File: config.mk
export PLATFORM = sky130hd
export DESIGN_NAME = group_completion_table
export DESIGN_NICKNAME = d
export VERILOG_FILES = /design/src/rtl/group_completion_table.sv
export SDC_FILE = /design/constraint.sdc
export NUM_CORES = 2
export LEC_CHECK = 0
export CAP_MARGIN = 30
export CORE_ASPECT_RATIO = 1.2
export CORE_UTILIZATION = 45
export CTS_BUF_LIST = sky130_fd_sc_hd__clkbuf_8
export DETAILED_ROUTE_END_ITERATION = 16
export GPL_ROUTABILITY_DRIVEN = 0
export SYNTH_ARGS = -nofsm -noshare
export SYNTH_HDL_FRONTEND = slang
export SYNTH_SLANG_ARGS = --single-unit
File: constraint.sdc
create_clock -name clk -period 16.5 [get_ports clk]
set_clock_uncertainty 0.15 [all_clocks]
set_input_delay 4.125 -clock clk [delete_from_list [all_inputs] [get_ports clk]]
set_output_delay 4.125 -clock clk [all_outputs]
set_load 0.02 [all_outputs]
File: src/rtl/group_completion_table.sv
`timescale 1ns/1ps
module group_completion_table #(
  parameter int NUM_GROUPS = 20,
  parameter int SLOTS      = 5,
  parameter int ARCH_REGS  = 32,
  parameter int PHYS_REGS  = 80,
  parameter int FIN_PORTS  = 2
) (
  input  logic                                   clk,
  input  logic                                   rst_n,
  input  logic                                   disp_valid,
  input  logic [SLOTS-1:0]                       disp_slots,
  input  logic [SLOTS-1:0]                       disp_dests,
  output logic                                   disp_ready,
  output logic [$clog2(NUM_GROUPS)-1:0]          disp_gid,
  output logic [SLOTS*$clog2(PHYS_REGS)-1:0]     disp_preg,
  output logic                                   tbl_full,
  input  logic [FIN_PORTS-1:0]                   fin_valid,
  input  logic [FIN_PORTS*$clog2(NUM_GROUPS)-1:0] fin_gid,
  input  logic [FIN_PORTS*$clog2(SLOTS)-1:0]     fin_slot,
  output logic                                   retire_valid,
  output logic [$clog2(NUM_GROUPS)-1:0]          retire_gid,
  output logic [SLOTS-1:0]                       retire_dests,
  output logic [SLOTS*$clog2(PHYS_REGS)-1:0]     retire_preg,
  output logic [$clog2(PHYS_REGS-ARCH_REGS+1)-1:0] free_count
);
  localparam int GW   = $clog2(NUM_GROUPS);
  localparam int SW   = $clog2(SLOTS);
  localparam int PW   = $clog2(PHYS_REGS);
  localparam int NREN = PHYS_REGS - ARCH_REGS;
  localparam int CW   = $clog2(NREN + 1);

  logic [GW-1:0]    head_q, tail_q;
  logic             head_wrap_q, tail_wrap_q;
  logic [SLOTS-1:0] vmask_q [NUM_GROUPS];
  logic [SLOTS-1:0] fmask_q [NUM_GROUPS];
  logic [SLOTS-1:0] dmask_q [NUM_GROUPS];
  logic [PW-1:0]    preg_q  [NUM_GROUPS][SLOTS];
  logic [NREN-1:0]  free_q, avail, alloc_bits, rel_bits;
  logic [CW-1:0]    need_cnt, ret_cnt;
  logic             empty, fire, found;

  function automatic logic [GW-1:0] bump(input logic [GW-1:0] p);
    return (p == GW'(NUM_GROUPS - 1)) ? '0 : p + 1'b1;
  endfunction

  assign empty        = (head_q == tail_q) && (head_wrap_q == tail_wrap_q);
  assign tbl_full     = (head_q == tail_q) && (head_wrap_q != tail_wrap_q);
  assign disp_gid     = tail_q;
  assign disp_ready   = !tbl_full && (free_count >= need_cnt);
  assign fire         = disp_valid && disp_ready;
  assign retire_valid = !empty && (fmask_q[head_q] == vmask_q[head_q]);
  assign retire_gid   = head_q;
  assign retire_dests = dmask_q[head_q];

  always_comb begin
    free_count = '0;
    for (int r = 0; r < NREN; r++) free_count += CW'(free_q[r]);
    need_cnt = '0;
    ret_cnt  = '0;
    for (int k = 0; k < SLOTS; k++) begin
      need_cnt += CW'(disp_dests[k]);
      ret_cnt  += CW'(dmask_q[head_q][k]);
    end
  end

  always_comb begin
    avail      = free_q;
    alloc_bits = '0;
    disp_preg  = '0;
    found      = 1'b0;
    for (int k = 0; k < SLOTS; k++) begin
      if (disp_dests[k]) begin
        found = 1'b0;
        for (int r = 0; r < NREN; r++) begin
          if (!found && avail[r]) begin
            found              = 1'b1;
            avail[r]           = 1'b0;
            alloc_bits[r]      = 1'b1;
            disp_preg[k*PW +: PW] = PW'(ARCH_REGS + r);
          end
        end
      end
    end
  end

  always_comb begin
    rel_bits    = '0;
    retire_preg = '0;
    for (int k = 0; k < SLOTS; k++) begin
      retire_preg[k*PW +: PW] = preg_q[head_q][k];
      if (dmask_q[head_q][k]) begin
        for (int r = 0; r < NREN; r++)
          if (int'(preg_q[head_q][k]) == ARCH_REGS + r) rel_bits[r] = 1'b1;
      end
    end
  end

  always_ff @(posedge clk or negedge rst_n) begin
    if (!rst_n) begin
      head_q      <= '0;
      tail_q      <= '0;
      head_wrap_q <= 1'b0;
      tail_wrap_q <= 1'b0;
      free_q      <= '1;
      for (int i = 0; i < NUM_GROUPS; i++) begin
        vmask_q[i] <= '0;
        fmask_q[i] <= '0;
        dmask_q[i] <= '0;
        for (int k = 0; k < SLOTS; k++) preg_q[i][k] <= '0;
      end
    end else begin
      if (fire) begin
        vmask_q[tail_q] <= disp_slots;
        fmask_q[tail_q] <= '0;
        dmask_q[tail_q] <= disp_dests;
        for (int k = 0; k < SLOTS; k++) preg_q[tail_q][k] <= disp_preg[k*PW +: PW];
        tail_q <= bump(tail_q);
        if (tail_q == GW'(NUM_GROUPS - 1)) tail_wrap_q <= !tail_wrap_q;
      end
      for (int p = 0; p < FIN_PORTS; p++) begin
        if (fin_valid[p] && fin_gid[p*GW +: GW] < GW'(NUM_GROUPS)
            && fin_slot[p*SW +: SW] < SW'(SLOTS))
          fmask_q[fin_gid[p*GW +: GW]][fin_slot[p*SW +: SW]] <= 1'b1;
      end
      if (retire_valid) begin
        head_q <= bump(head_q);
        if (head_q == GW'(NUM_GROUPS - 1)) head_wrap_q <= !head_wrap_q;
      end
      free_q <= (free_q & ~(fire ? alloc_bits : '0)) | (retire_valid ? rel_bits : '0);
    end
  end

  logic [GW:0]           occ_q;
  logic [NUM_GROUPS-1:0] live;
  int                    held_cnt;

  always_ff @(posedge clk or negedge rst_n) begin
    if (!rst_n) occ_q <= '0;
    else        occ_q <= occ_q + (GW+1)'(fire) - (GW+1)'(retire_valid);
  end

  always_comb begin
    held_cnt = 0;
    for (int i = 0; i < NUM_GROUPS; i++) begin
      live[i] = ((i - int'(head_q) + NUM_GROUPS) % NUM_GROUPS) < int'(occ_q);
      if (live[i]) held_cnt += $countones(dmask_q[i]);
    end
  end


  occ_limit_chk: assert property (@(posedge clk) disable iff (!rst_n)
    (int'(occ_q) <= NUM_GROUPS) && ((int'(occ_q) == NUM_GROUPS) == tbl_full));


  stall_hold_chk: assert property (@(posedge clk) disable iff (!rst_n)
    (disp_valid && !disp_ready) |=> (tail_q == $past(tail_q)) && (free_count >= $past(free_count)));


  retire_order_chk: assert property (@(posedge clk) disable iff (!rst_n)
    retire_valid |=> head_q == (($past(head_q) == GW'(NUM_GROUPS - 1)) ? '0 : $past(head_q) + 1'b1));


  release_chk: assert property (@(posedge clk) disable iff (!rst_n)
    (retire_valid && !fire) |=> free_count == $past(free_count) + $past(ret_cnt));


  pool_balance_chk: assert property (@(posedge clk) disable iff (!rst_n)
    int'(free_count) + held_cnt == NREN);

  for (genvar p = 0; p < FIN_PORTS; p++) begin : g_fin_chk

    fin_target_chk: assert property (@(posedge clk) disable iff (!rst_n)
      fin_valid[p] |-> (fin_gid[p*GW +: GW] < GW'(NUM_GROUPS)) && live[fin_gid[p*GW +: GW]]
        && vmask_q[fin_gid[p*GW +: GW]][fin_slot[p*SW +: SW]]
        && !fmask_q[fin_gid[p*GW +: GW]][fin_slot[p*SW +: SW]]);
  end
endmodule

Word level (Yosys, flattened, before mapping)
Index checks and enable logic that the tools add are counted.
{"block": "word_totals", "latch_bits": 0, "ff_bits": 1060, "ramBits": 0, "output_inout_bits": 94, "romBits": 0, "n_memories": 0, "elab_cells": 3343}
{"block": "classes", "n_addsub": 53, "n_lt_le_gt_ge": 16, "shifts": 0, "mul": 0, "muxes": 2360, "div_mod_pow": 0, "bitwise": 11, "eq_ne": 248, "reduce_logical": 490}
{"op": "700-bit bitwise mux", "n": 5}
{"op": "7-bit 2-to-1 mux", "n": 481}
{"op": "1-bit 2-to-1 mux", "n": 1817}
{"op": "7-bit == test (second input constant)", "n": 240}
{"op": "35-bit demux with 5-bit select", "n": 5}
{"op": "48-bit 2-to-1 mux", "n": 16}
{"op": "100-bit 2-to-1 mux", "n": 3}
{"op": "6-bit by 1-bit adder with 6-bit output", "n": 42}
{"op": "1-bit logical AND", "n": 249}
{"op": "1-bit zero test", "n": 239}
{"op": "100-bit bitwise mux", "n": 2}
{"op": "100-bit bitwise OR", "n": 2}
{"op": "35-bit binary-select mux with 5-bit select", "n": 1}
{"op": "35-bit 2-to-1 mux", "n": 3}
{"op": "100-bit bitwise AND", "n": 1}
{"op": "100-bit inverter", "n": 1}
{"op": "5-bit binary-select mux with 5-bit select", "n": 3}
{"op": "5-bit demux with 5-bit select", "n": 3}
{"op": "5-bit 2-to-1 mux", "n": 11}
{"op": "48-bit bitwise AND", "n": 1}
{"op": "48-bit inverter", "n": 1}
{"op": "48-bit bitwise OR", "n": 1}
{"op": "6-bit 2-to-1 mux", "n": 5}
{"op": "28-bit 2-to-1 mux", "n": 1}
{"op": "23 further kinds", "n": 45}

Depth between registers and ports, before layout
{"block": "depth", "word_depth": 959, "depth_mapped": 32, "ltp_nobuf": 25}

Worst setup path after synthesis
OpenSTA, ideal clock, no wires.
{"block": "synth_timing", "path_type": "input-to-output", "from": "input disp_dests[0]", "to": "output disp_preg[28]", "stages": 20, "required_time_ps": 12225, "path_buffers": 3, "arrival_ps": 8870, "path_slack_ps": 3355, "cell_sequence": "buf_2 > o2bb2ai_1 > o211ai_2 > nor3_4 > a21oi_2 > o221ai_2 > a31oi_1 > nor4_1 > and4_1 > and2b_1 > nor4b_2 > buf_2 > nand4_1 > o31a_1 > a21oi_2 > nand3_2 > o31ai_4 > a21oi_1 > buf_2 > a21oi_1"}
{"block": "synth_between", "elab_chain_cells": 204, "word_cells_on_any_way": 1137}
{"element": "from (decl)", "line": "13", "text": "input logic [SLOTS-1:0] disp_dests,"}
{"element": "48-bit 2-to-1 mux (*)", "line": "73", "text": "if (disp_dests[k]) begin"}
{"element": "1-bit 2-to-1 mux", "line": "76", "text": "if (!found && avail[r]) begin"}
{"element": "1-bit 2-to-1 mux", "line": "73"}
{"element": "1-bit zero test", "line": "76"}
{"element": "1-bit logical AND", "line": "76"}
{"element": "1-bit 2-to-1 mux", "line": "76"}
{"element": "1-bit 2-to-1 mux", "line": "73"}
{"element": "1-bit zero test / 48-bit 2-to-1 mux (equally long branches)", "line": "76, 73"}
{"element": "[... 187 more ...]"}
{"element": "1-bit zero test / 48-bit 2-to-1 mux (equally long branches)", "line": "76, 73"}
{"element": "1-bit logical AND", "line": "76"}
{"element": "1-bit 2-to-1 mux", "line": "76"}
{"element": "1-bit 2-to-1 mux", "line": "73"}
{"element": "1-bit zero test / 48-bit 2-to-1 mux (equally long branches)", "line": "76, 73"}
{"element": "1-bit logical AND", "line": "76"}
{"element": "7-bit 2-to-1 mux (*)", "line": "76"}
{"element": "7-bit 2-to-1 mux (*) (2 in series)", "line": "73"}
{"element": "to (decl)", "line": "16", "text": "output logic [SLOTS*$clog2(PHYS_REGS)-1:0] disp_preg,"}
Every way passes the cells marked *; elsewhere a longest branch is shown, timed or not. The select of a mux whose other input is x is not followed.

Final worst setup path
Same ends and word-level chain as after synthesis.

==> results.yml <==
outcome:
  status: "completed"
yosys:
  avgSynthCellArea_um2: 9.40
  ys_warn_count: 0
  syn_nets: 6499
  ys.flop_type: "dfrtp_1"
  ys_ff_latch: 1060
  synthCells: 6404
  synth.distinct_cells: 119
  ys_seq_area_frac: 0.442
  synthArstFlopShare: 1.00
  synth_edf_count: 0
  syn_area_mm2: 0.0602
floorplanning:
  dieArea_mm2: 0.135
  num_io_pins: 125
  start_util: 0.455
  rows: 146
  core_area_mm2: 0.132
  die_x_um: 336
  die_y_um: 403
worst_setup_path:
  rrSetupSlack_ns: 7.01
  cp_max_fo: 22
  crit_path_frequent_cell: "buf_4"
  crit_path_end_kind: "output pin"
  r2r_start: "free_q[37]$_DFF_PN1_"
  slowest_delay_ns: 0.74
  setup.worst_path.start_class: "input pin"
  rr_endpoint: "preg_q[248]$_DFFE_PN0P_"
  cp_slowest_cell: "clkdlybuf4s50_1"
  worst_ep_required_time_ns: 12.23
  critPathArrivalTime_ns: 11.90
  path_cells: "buf_2, and4bb_1, nand4_1, o211ai_1, nand4_2, buf_4, nor4_4, buf_4, nor2_1, o21ai_1, nand3_1, or4_1, o21a_1, nor3_4, a21oi_2, a2111oi_0, nor2_1, a211oi_1, a21oi_2, buf_4, a21oi_1, clkdlybuf4s50_1"
  crit_type: "in -> out"
  rr_worst_depth: 27
pwr:
  p_int_mw: 6.94
  sw_frac_of_total: 0.445
  p_leak_nw: 29.5
  combPwrFrac: 0.488
  p_seq_frac: 0.329
  clockPowerShare: 0.183
  power.density_mw_per_mm2: 187
  vdd_drop_max_v: 0.000194
  power_switching_mw: 5.57
clock_tree:
  cts_sinks: 1060
  cts_root_buf: "clkbuf_8"
  clk_pin_slew_worst_paths_ns: 0.06
  cts-buffers-inserted: 170
  clockBufferDepth: 3
  cts-hold-fix-buffers: 0
  htree_levels: 4
  cts_tree: "yes"
  clk_latency_ns: 0.92
grt:
  busiest_layer: "met2"
  met3_usage: 0.0808
  met2_usage: 0.513
  grtUsageTotal: 0.340
  grt_max_degree: 169
  grt_use_met1: 0.443
  overflow: 0
  antenna_found_initial: 8
  grt_pass1_wl_um: 340000
  grt_pass1_vias: 51000
flow_run:
  drv_cap: 0
layout:
  syn2layout_area_growth_pct: 11.1
  drive_above_1_share: 0.161
  stdcell_area_mm2: 0.0669
  nNetsFinal: 6437
sta:
  post-route-period-util: 0.981
  layout_min_cycle_time_ns: 16.18
  hold_violations: 0
  timing.final.max_slew_violations: 0
  worst_pin_slew_ns: 1.25
  rsz0062_at_grt: "no"
  finalSetupTns_ns: 0
  slew_headroom: 0.157
  max_freq_mhz: 61.8
  finalSetupViolations: 0
route:
  firstDrtPassIters: 8
  drc: 0
  vias: 52700
  ant_nets: 0
  drtIter0Drc: 6762
  finalWirelength_um: 229000
  routedWlPerCell_um: 27.7
  routed_via_density: 6.39
place:
  io_buffers: 124
  placed_area_mm2: 0.0633
  hpwl_um: 152000
worst_hold_path:
  hold_end: "preg_q[323]$_DFFE_PN0P_"
  worstHoldStart: "preg_q[323]$_DFFE_PN0P_"
  hold_class: "reg -> reg"
  hold-path-cell-count: 2
-- cell usage after synthesis, drive strengths merged (37+ instances only) --
| cell | number | area (um^2) |
|---|---|---|
| o22ai | 119 | 751 |
| nand2 | 1660 | 6230 |
| nand3 | 137 | 701 |
| nand4 | 45 | 337 |
| dfstp | 48 | 1260 |
| nor4 | 43 | 430 |
| a22o | 44 | 385 |
| buf | 102 | 469 |
| nor2 | 287 | 1090 |
| a31oi | 63 | 394 |
| mux4 | 300 | 6760 |
| clkbuf | 416 | 1560 |
| a21oi | 169 | 868 |
| maj3 | 37 | 377 |
| o221ai | 110 | 970 |
| o21ai | 757 | 3820 |
| mux2 | 82 | 923 |
| inv | 126 | 473 |
| dfrtp | 1012 | 25300 |
| fa | 41 | 821 |
| or2 | 69 | 432 |
| nor3 | 115 | 619 |
-- power by group through the flow --
| stage | Combinational (mW) | Sequential (mW) | Clock, mW |
|---|---|---|---|
| floorplan | 3.88 | 3.85 | 0 |
| global placement | 5.82 | 4.10 | 0 |
| detailed placement | 5.91 | 4.14 | 0 |
| CTS | 5.93 | 4.10 | 2.34 |
| global route | 6.47 | 4.21 | 2.44 |
| finish | 6.10 | 4.11 | 2.29 |
-- cells by family (layout without fill, tap and decap cells) --
group	count (synthesis)	count (layout)	synth area share
adders and majority gates	101	101	0.0247
buffers and inverters	650	719	0.0420
AOI/OAI and AO/OA	1588	1588	0.167
xor gates and xnor gates	34	34	0.00495
DFF	1060	1060	0.442
and+or+nand+nor	2565	2565	0.189
muxes	406	406	0.132
other	0	3	0
-- routing by layer --
layer,up-vias,wire length (um)
li1,22800,-
met1,26100,88600
met2,2992,103000
met3,735,21600
met4,6,15800
met5,-,39
-- stage by stage --
step                      worst slack [ns]  utilization  std cells  hold slack [ns]  power [mW]
after floorplan                       3.36            -       6404            0.291        7.73
after global placement               0.714        0.477       7927            0.303        9.92
after detailed placement             0.668        0.478       7935            0.307        10.0
after CTS                            0.584        0.503       8238            0.322        12.4
after global routing                0.0299        0.505       8251            0.335        13.1
final                                0.321        0.505       8252            0.318        12.5
-- what timing repair did --
action / CTS / global route
resized for setup: 0 / 1
buffers inserted: 0 / 0
setup endpoints to repair: 0 / 1
-- worst max path at each step --
stage	start	slack (ns)	end	depth (start not counted)
after floorplan	disp_dests[0]	3.36	disp_preg[28]	20
final	disp_dests[0]	0.32	disp_preg[28]	22
after detailed placement	disp_dests[0]	0.67	disp_preg[23]	19
after global routing	disp_dests[0]	0.03	disp_preg[28]	22
after CTS	disp_dests[0]	0.58	disp_preg[23]	19
after global placement	disp_dests[0]	0.71	disp_preg[23]	19
-- worst max-delay path: cells and delay by family --
| family | cells | cell delay [ns] |
|---|---|---|
| AND/OR/NAND/NOR | 9 | 3.15 |
| buffers and inverters | 5 | 1.72 |
| AO/OA/AOI/OAI | 8 | 2.88 |
-- cells in the final DEF, fill, tap and decap left out, drive strengths merged, types with 32 or more instances in the layout --
cell type	n
o21ai	757
or2	69
nor4	43
nor3	115
and3	32
dfstp	48
clkdlybuf4s50	121
a22o	44
nand2	1660
fa	41
mux2	82
a31oi	63
buf	161
o221ai	110
nand3	137
o31ai	33
maj3	37
o211ai	32
inv	209
nand4	45
clkbuf	204
nand2b	35
nor2	287
dfrtp	1012
mux4	300
a21oi	169
o22ai	119
-- state kept, by name, summed over array words and instances (netlist names) --
name and cells:
preg_q 700, disp_gid 5, head_wrap_q 1, vmask_q 100
tail_wrap_q 1, fmask_q 100, retire_gid 5, dmask_q 100
free_q 48
-- area by class of cell --
cell class	instances	area, um^2
clock buffer	203	2790
antenna	3	7.51
clock inverter	100	596
inverter	132	495
tap	1776	2220
fill	12200	65500
sequential	1060	26600
timing repair buffer	284	2660
multi-input combinational	4694	31500
No activity file was read; power rests on OpenSTA's default activity.
